File: src/rtl/dss_pkg.sv
package dss_pkg;
  localparam int unsigned NUM_SEQ  = 2;
  localparam int unsigned NUM_CH   = 12;
  localparam int unsigned NUM_TRIG = 6;

  typedef enum logic {
    FLAG_EACH_CONV = 1'b0,
    FLAG_END_PASS  = 1'b1
  } flag_mode_e;
endpackage

File: src/rtl/dss_trig_sync.sv
module dss_trig_sync #(
  parameter int unsigned NUM_TRIG = dss_pkg::NUM_TRIG
) (
  input  logic                clk_i,
  input  logic                rst_ni,
  input  logic [NUM_TRIG-1:0] trig_i,
  input  logic [NUM_TRIG-1:0] mask_i,
  input  logic                rise_i,
  input  logic                bypass_i,
  output logic                edge_o
);
  logic raw, raw_q, s1_q, s2_q, s3_q, cur, old;

  assign raw = |(trig_i & mask_i);

  always_ff @(posedge clk_i or negedge rst_ni) begin
    if (!rst_ni) begin
      raw_q <= 1'b0;
      s1_q  <= 1'b0;
      s2_q  <= 1'b0;
      s3_q  <= 1'b0;
    end else begin
      raw_q <= raw;
      s1_q  <= raw;
      s2_q  <= s1_q;
      s3_q  <= s2_q;
    end
  end

  // bypass compares live input with last sample; otherwise the two-flop output
  assign cur    = bypass_i ? raw   : s2_q;
  assign old    = bypass_i ? raw_q : s3_q;
  assign edge_o = rise_i ? (cur & ~old) : (~cur & old);
endmodule

File: src/rtl/dss_seq_ctrl.sv
module dss_seq_ctrl #(
  parameter int unsigned NUM_CH = dss_pkg::NUM_CH,
  localparam int unsigned CH_W  = $clog2(NUM_CH)
) (
  input  logic              clk_i,
  input  logic              rst_ni,
  input  logic              en_i,
  input  logic              burst_i,
  input  logic              step_i,
  input  logic              mode_i,
  input  logic [NUM_CH-1:0] chan_mask_i,
  input  logic              sw_start_i,
  input  logic              trig_edge_i,
  input  logic              done_i,
  input  logic [CH_W-1:0]   done_chan_i,
  output logic              req_o,
  output logic [CH_W-1:0]   next_chan_o,
  output logic              flag_o
);
  import dss_pkg::*;

  logic [NUM_CH-1:0] rem_q, load_mask, rem_after;
  logic              active_q, flag_q, launch_req, launch;
  flag_mode_e        mode;

  assign mode       = flag_mode_e'(mode_i);
  assign launch_req = burst_i ? 1'b1 : (sw_start_i | trig_edge_i);
  assign launch     = en_i & ~active_q & launch_req;
  assign load_mask  = (rem_q == '0) ? chan_mask_i : rem_q;
  assign rem_after  = rem_q & ~(NUM_CH'(1) << done_chan_i);

  always_ff @(posedge clk_i or negedge rst_ni) begin
    if (!rst_ni) begin
      rem_q    <= '0;
      active_q <= 1'b0;
      flag_q   <= 1'b0;
    end else if (!en_i) begin
      rem_q    <= '0;
      active_q <= 1'b0;
      flag_q   <= 1'b0;
    end else begin
      flag_q <= 1'b0;
      if (done_i) begin
        rem_q  <= rem_after;
        flag_q <= (mode == FLAG_EACH_CONV) || (rem_after == '0);
        if (step_i || rem_after == '0) active_q <= 1'b0;
      end else if (launch) begin
        rem_q    <= load_mask;
        active_q <= (load_mask != '0);
      end
    end
  end

  always_comb begin
    next_chan_o = '0;
    for (int i = NUM_CH - 1; i >= 0; i--) begin
      if (rem_q[i]) next_chan_o = CH_W'(i);
    end
  end

  assign req_o  = active_q;
  assign flag_o = flag_q;

  p_active_has_work_r1: assert property (@(posedge clk_i) disable iff (!rst_ni)
    active_q |-> (rem_q != '0));
  p_disabled_idle_r3: assert property (@(posedge clk_i) disable iff (!rst_ni)
    !en_i |=> !active_q);
  p_step_single_r5: assert property (@(posedge clk_i) disable iff (!rst_ni)
    (step_i && done_i) |=> !active_q);
  p_flag_after_done_r7: assert property (@(posedge clk_i) disable iff (!rst_ni)
    flag_q |-> $past(done_i));
endmodule

File: src/rtl/dss_conv_if.sv
module dss_conv_if #(
  parameter int unsigned NUM_CH = dss_pkg::NUM_CH,
  localparam int unsigned CH_W  = $clog2(NUM_CH),
  localparam int unsigned NS    = dss_pkg::NUM_SEQ
) (
  input  logic                     clk_i,
  input  logic                     rst_ni,
  input  logic [NS-1:0]            req_i,
  input  logic [NS-1:0][CH_W-1:0]  chan_i,
  input  logic                     hi_sel_i,
  input  logic                     conv_done_i,
  output logic                     conv_start_o,
  output logic [CH_W-1:0]          conv_chan_o,
  output logic                     conv_seq_o,
  output logic [NS-1:0]            done_o,
  output logic [CH_W-1:0]          done_chan_o
);
  logic            busy_q, start_q, seq_q, sel, issue;
  logic [CH_W-1:0] chan_q;

  // fixed priority at each conversion boundary
  assign sel   = (req_i == 2'b11) ? hi_sel_i : req_i[1];
  assign issue = ~busy_q & (|req_i);

  always_ff @(posedge clk_i or negedge rst_ni) begin
    if (!rst_ni) begin
      busy_q  <= 1'b0;
      start_q <= 1'b0;
      seq_q   <= 1'b0;
      chan_q  <= '0;
    end else begin
      start_q <= 1'b0;
      if (issue) begin
        busy_q  <= 1'b1;
        start_q <= 1'b1;
        seq_q   <= sel;
        chan_q  <= chan_i[sel];
      end else if (busy_q && conv_done_i) begin
        busy_q <= 1'b0;
      end
    end
  end

  assign conv_start_o = start_q;
  assign conv_chan_o  = chan_q;
  assign conv_seq_o   = seq_q;
  assign done_chan_o  = chan_q;
  assign done_o       = (busy_q && conv_done_i) ? (NS'(1) << seq_q) : '0;

  p_start_pulse_r9: assert property (@(posedge clk_i) disable iff (!rst_ni)
    conv_start_o |=> !conv_start_o);
  p_one_in_flight_r9: assert property (@(posedge clk_i) disable iff (!rst_ni)
    (busy_q && !conv_done_i) |=> !conv_start_o);
  p_high_wins_r6: assert property (@(posedge clk_i) disable iff (!rst_ni)
    (!busy_q && req_i == 2'b11) |=> (conv_seq_o == $past(hi_sel_i)));
  p_done_onehot_r9: assert property (@(posedge clk_i) disable iff (!rst_ni)
    $onehot0(done_o));
endmodule

File: src/rtl/dual_seq_sched.sv
module dual_seq_sched #(
  parameter int unsigned NUM_CH   = dss_pkg::NUM_CH,
  parameter int unsigned NUM_TRIG = dss_pkg::NUM_TRIG,
  localparam int unsigned CH_W    = $clog2(NUM_CH),
  localparam int unsigned NS      = dss_pkg::NUM_SEQ
) (
  input  logic                        clk_i,
  input  logic                        rst_ni,
  input  logic [NS-1:0]               seq_en_i,
  input  logic [NS-1:0]               burst_i,
  input  logic [NS-1:0]               step_i,
  input  logic [NS-1:0]               irq_mode_i,
  input  logic [NS-1:0]               sync_bypass_i,
  input  logic [NS-1:0]               trig_rise_i,
  input  logic [NS-1:0]               sw_start_i,
  input  logic [NS-1:0][NUM_CH-1:0]   chan_mask_i,
  input  logic [NS-1:0][NUM_TRIG-1:0] trig_mask_i,
  input  logic                        hi_sel_i,
  input  logic [NUM_TRIG-1:0]         hw_trig_i,
  input  logic                        conv_done_i,
  output logic                        conv_start_o,
  output logic [CH_W-1:0]             conv_chan_o,
  output logic                        conv_seq_o,
  output logic [NS-1:0]               seq_flag_o
);
  logic [NS-1:0]           trig_edge, req, done;
  logic [NS-1:0][CH_W-1:0] next_chan;
  logic [CH_W-1:0]         done_chan;

  for (genvar s = 0; s < NS; s++) begin : g_seq
    dss_trig_sync #(.NUM_TRIG(NUM_TRIG)) u_trig (
      .clk_i    (clk_i),
      .rst_ni   (rst_ni),
      .trig_i   (hw_trig_i),
      .mask_i   (trig_mask_i[s]),
      .rise_i   (trig_rise_i[s]),
      .bypass_i (sync_bypass_i[s]),
      .edge_o   (trig_edge[s])
    );

    dss_seq_ctrl #(.NUM_CH(NUM_CH)) u_ctrl (
      .clk_i       (clk_i),
      .rst_ni      (rst_ni),
      .en_i        (seq_en_i[s]),
      .burst_i     (burst_i[s]),
      .step_i      (step_i[s]),
      .mode_i      (irq_mode_i[s]),
      .chan_mask_i (chan_mask_i[s]),
      .sw_start_i  (sw_start_i[s]),
      .trig_edge_i (trig_edge[s]),
      .done_i      (done[s]),
      .done_chan_i (done_chan),
      .req_o       (req[s]),
      .next_chan_o (next_chan[s]),
      .flag_o      (seq_flag_o[s])
    );
  end

  dss_conv_if #(.NUM_CH(NUM_CH)) u_conv (
    .clk_i        (clk_i),
    .rst_ni       (rst_ni),
    .req_i        (req),
    .chan_i       (next_chan),
    .hi_sel_i     (hi_sel_i),
    .conv_done_i  (conv_done_i),
    .conv_start_o (conv_start_o),
    .conv_chan_o  (conv_chan_o),
    .conv_seq_o   (conv_seq_o),
    .done_o       (done),
    .done_chan_o  (done_chan)
  );
endmodule

File: config.mk
export PLATFORM = sky130hd
export DESIGN_NAME = dual_seq_sched
export DESIGN_NICKNAME = d
export VERILOG_FILES = /design/src/rtl/dss_pkg.sv /design/src/rtl/dss_trig_sync.sv /design/src/rtl/dss_seq_ctrl.sv /design/src/rtl/dss_conv_if.sv /design/src/rtl/dual_seq_sched.sv
export SDC_FILE = /design/constraint.sdc
export NUM_CORES = 1
export LEC_CHECK = 0
export BUFFER_PORTS_ARGS = -buffer_cell sky130_fd_sc_hd__buf_2
export CAP_MARGIN = 25
export CORE_MARGIN = 1
export CORE_UTILIZATION = 53
export CTS_BUF_LIST = sky130_fd_sc_hd__clkbuf_16
export DETAILED_ROUTE_END_ITERATION = 12
export GPL_ROUTABILITY_DRIVEN = 0
export PLACE_DENSITY = 0.8
export SLEW_MARGIN = 20
export SYNTH_ARGS = -nofsm -noshare
export SYNTH_HDL_FRONTEND = slang
export SYNTH_SLANG_ARGS = --single-unit
File: constraint.sdc
create_clock -name clk_i -period 2.4 [get_ports clk_i]
set_clock_uncertainty 0.15 [all_clocks]
set_input_delay 0.12 -clock clk_i [delete_from_list [all_inputs] [get_ports clk_i]]
set_output_delay 0.12 -clock clk_i [all_outputs]
set_load 0.02 [all_outputs]
==> results of run 1 <==
[registers in the layout, summed over array words and instances, names as in the netlist]
signal and flops:
g_seq.u_ctrl.req_o 2, g_seq.u_trig.s3_q 2, u_conv.busy_q 1, u_conv.conv_seq_o 1, u_conv.conv_start_o 1, g_seq.u_ctrl.rem_q 24, u_conv.conv_chan_o 4, g_seq.u_trig.s2_q 2
g_seq.u_ctrl.flag_o 2, g_seq.u_trig.raw_q 2
[how the worst max path moves through the flow]
stage	cells after the start	to	slack, ns
global route	6	g_seq[0].u_trig.raw_q$_DFF_PN0_	0.08
CTS	6	g_seq[0].u_ctrl.req_o$_DFFE_PN0P_	0.22
detailed placement	6	g_seq[0].u_ctrl.req_o$_DFFE_PN0P_	0.24
floorplan	8	g_seq[1].u_ctrl.flag_o$_DFF_PN0_	0.40
global placement	5	g_seq[1].u_ctrl.rem_q[4]$_DFFE_PN0P_	0.29
finish	6	g_seq[0].u_ctrl.req_o$_DFFE_PN0P_	0.17
[metal layers]
layer | vias to the layer above | wire, um
li1 | 1400 | -
met1 | 1424 | 3380
met2 | 218 | 4060
met3 | 41 | 878
met4 | 0 | 272
met5 | - | 0
[power groups by stage]
| stage | clock [W] | combinational, W | sequential, W |
|---|---|---|---|
| after floorplan | 0 | 0.00146 | 0.00114 |
| after global placement | 0 | 0.00192 | 0.00122 |
| after detailed placement | 0 | 0.00195 | 0.00123 |
| after global routing | 0.000674 | 0.00227 | 0.00128 |
| after CTS | 0.000645 | 0.00201 | 0.00123 |
| final | 0.000642 | 0.00209 | 0.00125 |
[cell usage after synthesis (all sizes together), types with 2 or more instances]
cell type / n / area [sq um]
o22a: 4 / 35.0
o311ai: 5 / 43.8
nor2: 24 / 92.6
o21bai: 4 / 30.0
o21a: 3 / 22.5
o21ai: 23 / 115
inv: 12 / 45.0
nand2b: 8 / 50.1
a31oi: 4 / 25.0
nor3: 18 / 95.1
o31ai: 6 / 58.8
or2: 2 / 12.5
or4: 4 / 37.5
nand3: 6 / 30.0
nand2: 27 / 104
o32a: 4 / 40.0
clkbuf: 8 / 30.0
a21oi: 16 / 80.1
a211oi: 2 / 15.0
o22ai: 5 / 31.3
a41oi: 4 / 35.0
nor4: 9 / 56.3
mux2i: 3 / 30.0
dfrtp: 41 / 1030
nand4: 13 / 81.3
o211ai: 6 / 45.0
and3: 3 / 18.8
a21boi: 9 / 67.6
or3: 3 / 18.8
buf: 13 / 86.3
a22oi: 7 / 52.6
[logic make-up after synthesis]
logic type / after synthesis / synth area share (%)
simple gates: 124 / 24.7
compound gates: 112 / 29.7
flops: 41 / 38.4
buf+inv: 33 / 6.04
mux: 3 / 1.12
[metrics by stage]
step / hold slack, ns / power (W) / util (%)
3_3_place_gp: 0.147 / 0.00314 / 64.2
6_report: 0.00186 / 0.00398 / 73.9
4_1_cts: 0.00566 / 0.00388 / 73.5
3_5_place_dp: 0.145 / 0.00318 / 64.2
2_1_floorplan: -0.326 / 0.00260 / -
5_1_grt: 0.0256 / 0.00422 / 73.9
[final cells by class]
cell class | instances | area share [%]
timing repair buffer | 112 | 21.6
tap | 67 | 2.37
clock buffer | 5 | 3.54
sequential | 41 | 29.0
multi-input combinational | 239 | 41.9
inverter | 12 | 1.27
clock inverter | 2 | 0.318
[worst max-delay path: cells and delay by family (launching register included)]
kind,cells,cell delay (ns)
and+or+nand+nor,3,0.76
DFF,1,0.53
AOI/OAI and AO/OA,3,0.67
[repair_timing]
| action | CTS | global route |
|---|---|---|
| resized for setup | 0 | 0 |
| endpoints found under the hold margin | 67 | 0 |
| hold buffers | 31 | 0 |
==> summary.md, run 1 <==
| Metric | Value |
|---|---|
| Die width | `73.0 um` |
| GR peak layer | `met2` |
| Lkg Pwr | `1.56 nW` |
| Setup Viol. Count Final | `0` |
| Reg2reg setup slack | `0.17 ns` |
| CP Launch Point | `u_conv.conv_chan_o[0]$_DFFE_PN0P_` |
| H-Tree Depth | `2` |
| Max-cap violations | `0` |
| Status | `finished clean` |
| Ys Warns | `0` |
| Worst slack at placement | `0.235 ns` |
| Worst Min Path Start | `irq_mode_i[0]` |
| Drt initial violations | `384` |
| Die H | `73.0 um` |
| Sequential area share after synthesis | `38.4%` |
| Critical R2R Launch | `u_conv.conv_chan_o[0]$_DFFE_PN0P_` |
| Site Rows | `25` |
| Initial Util | `55.8%` |
| Fin area | `3540 sq um` |
| R2r endpoint | `g_seq[0].u_ctrl.req_o$_DFFE_PN0P_` |
| Worst setup SP type | `register` |
| Crit Path Class | `register to register` |
| Register Area | `1030 sq um` |
| DRC | `0` |
| Fin Setup TNS | `0 ns` |
| Vias in the first global route | `2,921` |
| Slew HR | `62.4%` |
| Worst endpoint required time | `2.41 ns` |
| Critical path data arrival time | `2.24 ns` |
| Commonest non-fill, non-tap cells in the layout | `buf_2 (67), dfrtp_1 (41), dlygate4sd3_1 (31)` |
| Ant diodes | `0` |
| Cts bufs inserted | `5` |
| Ratio of cells with drive above 1 in the final layout | `22.9%` |
| Final Slew Violations | `0` |
| Clk buf depth | `2` |
| Reg clk slew, reported paths | `0.06 ns` |
| DRT Pass-1 Iters | `5` |
| Commonest non-fill, non-tap cell in the layout | `buf_2` |
| Skew-Pair Late Insertion Delay | `0.29 ns` |
| Area Growth Syn to Fin | `32.5%` |
| Worst setup margin | `0.168 ns` |
| Combinational group share of total power | `52.6%` |
| Die area | `5330 sq um` |
| Yosys reg bits | `41` |
| Seq pwr share | `31.3%` |
| Fin. Hold Viols | `0` |
| Core area | `4790 sq um` |
| Cell total after placement | `439` |
| Root Buffer | `clkbuf_16` |
| Crit path max-delay cell type | `dfrtp_1` |
| Worst min path class | `input port to register` |
| Antenna violations before repair | `0` |
| Post-synth ARST share | `100%` |
| Synth Net Count | `373` |
| Pwr dens | `1120 nW/um^2` |
| Post-route ant nets | `0` |
| Post-CTS Setup Bufs | `0` |
| Switching power | `0.00181 W` |
| Post-route insts no fill | `478` |
| Worst-path maximum fanout | `11` |
| All-Layer GR Usage | `34.6%` |
| Largest net degree at the start of global routing | `42` |
| HPWL Detailed | `5.81 mm` |
| Global-route wire length before repair | `14.0 mm` |
| Mean Syn Cell Area | `8.53 sq um` |
| Met1 Track Usage GR | `45.4%` |
| Main synth FF type | `dfrtp_1` |
| Post-DP Area | `3070 sq um` |
| EDFF count, synth | `0` |
| WHS Path Cells | `3` |
| VDD IR-drop max | `546 uV` |
| Min Tclk post-route | `2.23 ns` |
| Worst path cell trace | `nand2b_1, o32a_1, o22a_1, nor3_1, and4bb_1, a221oi_1` |
| Critical path endpoint category | `register` |
| RSZ-0062 raised after global routing | `false` |
| Max Clk Rate | `0.448 GHz` |
| Mapped Area | `2670 sq um` |
| Grt total ovfl | `0` |
| I/O Pins | `68` |
| Switching share of power | `45.5%` |
| CTS tree | `built` |
| Routed WL | `8.59 mm` |
| P_int | `0.00217 W` |
| Grt met2 use | `53.7%` |
| Vias per cell | `6.45` |
| Via count | `3,083` |
| Multi-input logic area | `1480 sq um` |
| Final nets | `471` |
| CTS sink count | `41` |
| Clk pwr share | `16.1%` |
| Slew @ Worst Pin | `0.564 ns` |
| Fin crit share | `93.0%` |
| CP peak stage delay | `0.53 ns` |
| Port bufs | `67` |
| Mapped Cells | `313` |
| Synth cell types | `57` |
| Wirelength per Cell | `18.0 um` |
| Reg2Reg Depth | `6` |
| Layout fillers | `346` |
| WHS Endpoint | `g_seq[0].u_ctrl.flag_o$_DFF_PN0_` |
| Met3 usage | `9.81%` |
Power figures use the tool's default switching activity.
==> run 2: changes to the inputs <==
- CELL_PAD_IN_SITES_DETAIL_PLACEMENT: unset -> 1
- CELL_PAD_IN_SITES_GLOBAL_PLACEMENT: unset -> 1
- CORE_UTILIZATION: 53 -> 39
- PLACE_DENSITY: 0.8 -> unset
- PLACE_DENSITY_LB_ADDON: unset -> 0.3
- SYNTH_HIERARCHICAL: unset -> 1
==> run 2 against run 1 <==
Against the previous run:
- core utilization decreased by 19 points
- global-route usage is 8.3 points lower
- die area increased by 36%
- flip-flop and latch count did not move
- critical path depth up 2
- hold slack better by 0.040 ns
- synthesized cell count grew 0.32%
- total power grew 19%
- critical endpoint is now g_seq[0].u_ctrl/rem_q[1]$_DFFE_PN0P_
==> summary.md, run 2 <==
| Metric | Value |
|---|---|
| Status | `finished clean (unchanged)` |
| CP Launch Point | `g_seq[0].u_trig/s1_q$_DFF_PN0_ (was u_conv.conv_chan_o[0]$_DFFE_PN0P_)` |
| Antenna violations before repair | `0 (unchanged)` |
| Critical path data arrival time | `2.33 ns (was 2.24 ns)` |
| Worst endpoint required time | `2.45 ns (was 2.41 ns)` |
| Mapped Area | `2690 sq um (was 2670 sq um)` |
| Root Buffer | `clkbuf_16 (unchanged)` |
| Synth cell types | `45 (was 57)` |
| Fin Setup TNS | `0 ns (unchanged)` |
| Die width | `85.0 um (was 73.0 um)` |
| Total Power | `0.00475 W (was 0.00398 W)` |
| Yosys reg bits | `41 (unchanged)` |
| Port bufs | `67 (unchanged)` |
| Lkg Pwr | `1.49 nW (was 1.56 nW)` |
| Crit Path Class | `register to register (unchanged)` |
| Critical path endpoint category | `register (unchanged)` |
| DRC | `0 (unchanged)` |
| Die area | `7230 sq um (was 5330 sq um)` |
| All-Layer GR Usage | `26.3% (was 34.6%)` |
| Reg clk slew, reported paths | `0.06 ns (about the same)` |
| Site Rows | `29 (was 25)` |
| Worst path cell trace | `nand3b_1, or4_1, o211ai_1, nor3_1, or2_2, a211oi_4, nand2_1, a21boi_1 (was nand2b_1, o32a_1, o22a_1, nor3_1, and4bb_1, a221oi_1)` |
| Die H | `85.0 um (was 73.0 um)` |
| Mapped Cells | `314 (was 313)` |
| DRT Pass-1 Iters | `4 (was 5)` |
| CP delay by family, top | `simple AND/OR/NAND/NOR gates (unchanged)` |
| HPWL Detailed | `6.60 mm (was 5.81 mm)` |
| Largest Register | `g_seq.u_ctrl/rem_q (was g_seq.u_ctrl.rem_q)` |
| Worst Setup EP | `g_seq[0].u_ctrl/rem_q[1]$_DFFE_PN0P_ (was g_seq[0].u_ctrl.req_o$_DFFE_PN0P_)` |
| Initial Util | `41.4% (was 55.8%)` |
| Fin. Hold Viols | `0 (unchanged)` |
| Slew @ Worst Pin | `0.547 ns (was 0.564 ns)` |
| Critical path buffer and inverter count | `0 (unchanged)` |
| Min Tclk post-route | `2.28 ns (was 2.23 ns)` |
| Post-route ant nets | `0 (unchanged)` |
| VDD IR-drop max | `545 uV (was 546 uV)` |
| Largest net degree at the start of global routing | `42 (unchanged)` |
| CTS sink count | `41 (unchanged)` |
| Ant diodes | `0 (unchanged)` |
| H-Tree Depth | `2 (unchanged)` |
| Via count | `2,896 (was 3,083)` |
| Critical R2R Launch | `g_seq[0].u_trig/s1_q$_DFF_PN0_ (was u_conv.conv_chan_o[0]$_DFFE_PN0P_)` |
| Dominant cell by count in the synthesized netlist | `dfrtp_1 (unchanged)` |
| Area Growth Syn to Fin | `33.3% (was 32.5%)` |
| Vias per cell | `5.89 (was 6.45)` |
| Ranking of synthesized cells by area | `dfrtp_1 (38%), o21ai_0 (6.7%), nor2_1 (4.7%), a21oi_1 (4.5%), a21boi_1 (2.8%) (was dfrtp_1 (38%), o21ai_0 (4.3%), nand2_1 (3.7%), nor2_1 (3.2%), nor3_1 (3.2%))` |
| CP Depth | `8 (was 6)` |
| Commonest non-fill, non-tap cell in the layout | `buf_2 (unchanged)` |
| CP peak stage delay | `0.39 ns (was 0.53 ns)` |
| Main synth FF type | `dfrtp_1 (unchanged)` |
| Skew-Pair Late Insertion Delay | `0.29 ns (about the same)` |
| Util after Layout | `55.2% (was 73.9%)` |
| Mean Syn Cell Area | `8.56 sq um (was 8.53 sq um)` |
| Reg2reg setup slack | `0.12 ns (was 0.17 ns)` |
| Pwr dens | `1330 nW/um^2 (was 1120 nW/um^2)` |
| Grt total ovfl | `0 (unchanged)` |
| Worst min path class | `input port to register (unchanged)` |
| Ratio of cells with drive above 1 in the final layout | `25.1% (was 22.9%)` |
| CTS tree | `built (unchanged)` |
| Max Clk Rate | `0.440 GHz (was 0.448 GHz)` |
| Global-route wire length before repair | `15.0 mm (was 14.0 mm)` |
| Synth area leader | `dfrtp_1 (unchanged)` |
| Commonest non-fill, non-tap cells in the layout | `buf_2 (67), dfrtp_1 (41), o21ai_0 (36) (was buf_2 (67), dfrtp_1 (41), dlygate4sd3_1 (31))` |
| EDFF count, synth | `0 (unchanged)` |
| Reg2Reg Depth | `8 (was 6)` |
| Synth Net Count | `374 (was 373)` |
| Crit path max-delay cell type | `or4_1 (was dfrtp_1)` |
| Commonest cells post-synth | `dfrtp_1 (41), o21ai_0 (36), nor2_1 (34), a21oi_1 (24), nand2_1 (20) (was dfrtp_1 (41), nand2_1 (26), nor2_1 (23), o21ai_0 (23), nor3_1 (17))` |
| Fin crit share | `94.8% (was 93.0%)` |
| Drt initial violations | `135 (was 384)` |
| Max-cap violations | `0 (unchanged)` |
| Sequential area share after synthesis | `38.2% (was 38.4%)` |
| Vias in the first global route | `3,127 (was 2,921)` |
| Final Slew Violations | `0 (unchanged)` |
| Ys Warns | `6 (was 0)` |
| Final nets | `474 (was 471)` |
| I/O Pins | `68 (unchanged)` |
| Cts bufs inserted | `5 (unchanged)` |
| R2r endpoint | `g_seq[0].u_ctrl/rem_q[1]$_DFFE_PN0P_ (was g_seq[0].u_ctrl.req_o$_DFFE_PN0P_)` |
| Max reg flops | `24 (unchanged)` |
| Layout fillers | `785 (was 346)` |
| Setup Viol. Count Final | `0 (unchanged)` |
| Slew HR | `63.5% (was 62.4%)` |
| Post-synth top area share | `38.2% (was 38.4%)` |
| Wirelength per Cell | `18.2 um (was 18.0 um)` |
| Routed WL | `8.96 mm (was 8.59 mm)` |
| Worst-path maximum fanout | `4 (was 11)` |
| Core area | `6490 sq um (was 4790 sq um)` |
| Post-synth ARST share | `100% (unchanged)` |
| Clk buf depth | `2 (unchanged)` |
| Worst setup SP type | `register (unchanged)` |
[run 2: timing repair]
| action | CTS | global route |
|---|---|---|
| hold buffers | 30 | 0 |
| endpoints found under the hold margin | 70 | 0 |
| gates resized for setup | 0 | 2 |
| setup buffers | 0 | 0 |
| endpoints found under the setup margin | 0 | 9 |
[run 2: cells by family (layout without fill, tap and decap cells)]
kind of cell           after synthesis  count (layout)  synth area share (%)
AOI/OAI and AO/OA                  121             121                  29.7
DFF                                 41              41                  38.2
buffers and inverters               24             125                  4.75
and+or+nand+nor                    128             128                  27.4
[run 2: worst min-delay path by stage]
stage | start | end | slack, ns | cells after the start
floorplan | rst_ni | g_seq[0].u_ctrl/flag_o$_DFF_PN0_ | -0.33 | 0
finish | trig_mask_i[0] | g_seq[0].u_trig/s1_q$_DFF_PN0_ | 0.04 | 3
global route | trig_mask_i[9] | g_seq[1].u_trig/s1_q$_DFF_PN0_ | 0.06 | 3
global placement | rst_ni | g_seq[0].u_ctrl/rem_q[8]$_DFFE_PN0P_ | 0.17 | 1
CTS | trig_mask_i[9] | g_seq[1].u_trig/s1_q$_DFF_PN0_ | 0.04 | 3
detailed placement | rst_ni | g_seq[0].u_ctrl/rem_q[8]$_DFFE_PN0P_ | 0.17 | 1
[run 2: cell type report]
type                            instances  area, sq um  area share [%]
Timing Repair Buffer                  106          723            20.2
Sequential cell                        41         1030            28.6
Clock buffer                            5          125            3.49
Clock inverter                          3         22.5           0.628
Multi-Input combinational cell        249         1550            43.2
Inverter                               11         41.3            1.15
Tap cell                               77         96.3            2.69
[run 2: worst register-to-register path, cell delays in order (launching register included)]
cell      delay [ns]
dfrtp_1         0.37
nand3b_1        0.07
or4_1           0.39
o211ai_1        0.13
nor3_1          0.11
or2_2           0.34
a211oi_4        0.33
nand2_1         0.12
a21boi_1        0.18
[run 2: through the flow]
stage / setup slack [ns] / hold slack, ns / std cells / area [sq um]
after detailed placement: -0.0226 / 0.167 / 453 / 3090
after global routing: -0.0141 / 0.0584 / 492 / 3580
after floorplan: 0.357 / -0.326 / 314 / 2690
after global placement: 0.0308 / 0.169 / 453 / 3090
after CTS: 0.106 / 0.0413 / 491 / 3540
final: 0.125 / 0.0421 / 492 / 3580
[run 2: power breakdown]
part / switching, W / internal, W
sequential: 0.000477 / 0.000945
combinational: 0.00154 / 0.00111
clock: 0.000298 / 0.000385
total: 0.00231 / 0.00244
[run 2: layer usage]
metal / part of all wire, % / vias up / track usage (%) / routed length, um
li1: - / 1373 / - / -
met4: 1.8 / 0 / 10.5 / 163
met3: 4.2 / 14 / 4.57 / 375
met2: 53 / 87 / 47.7 / 4710
met5: 0 / - / 0 / 0
met1: 41 / 1422 / 30.7 / 3710
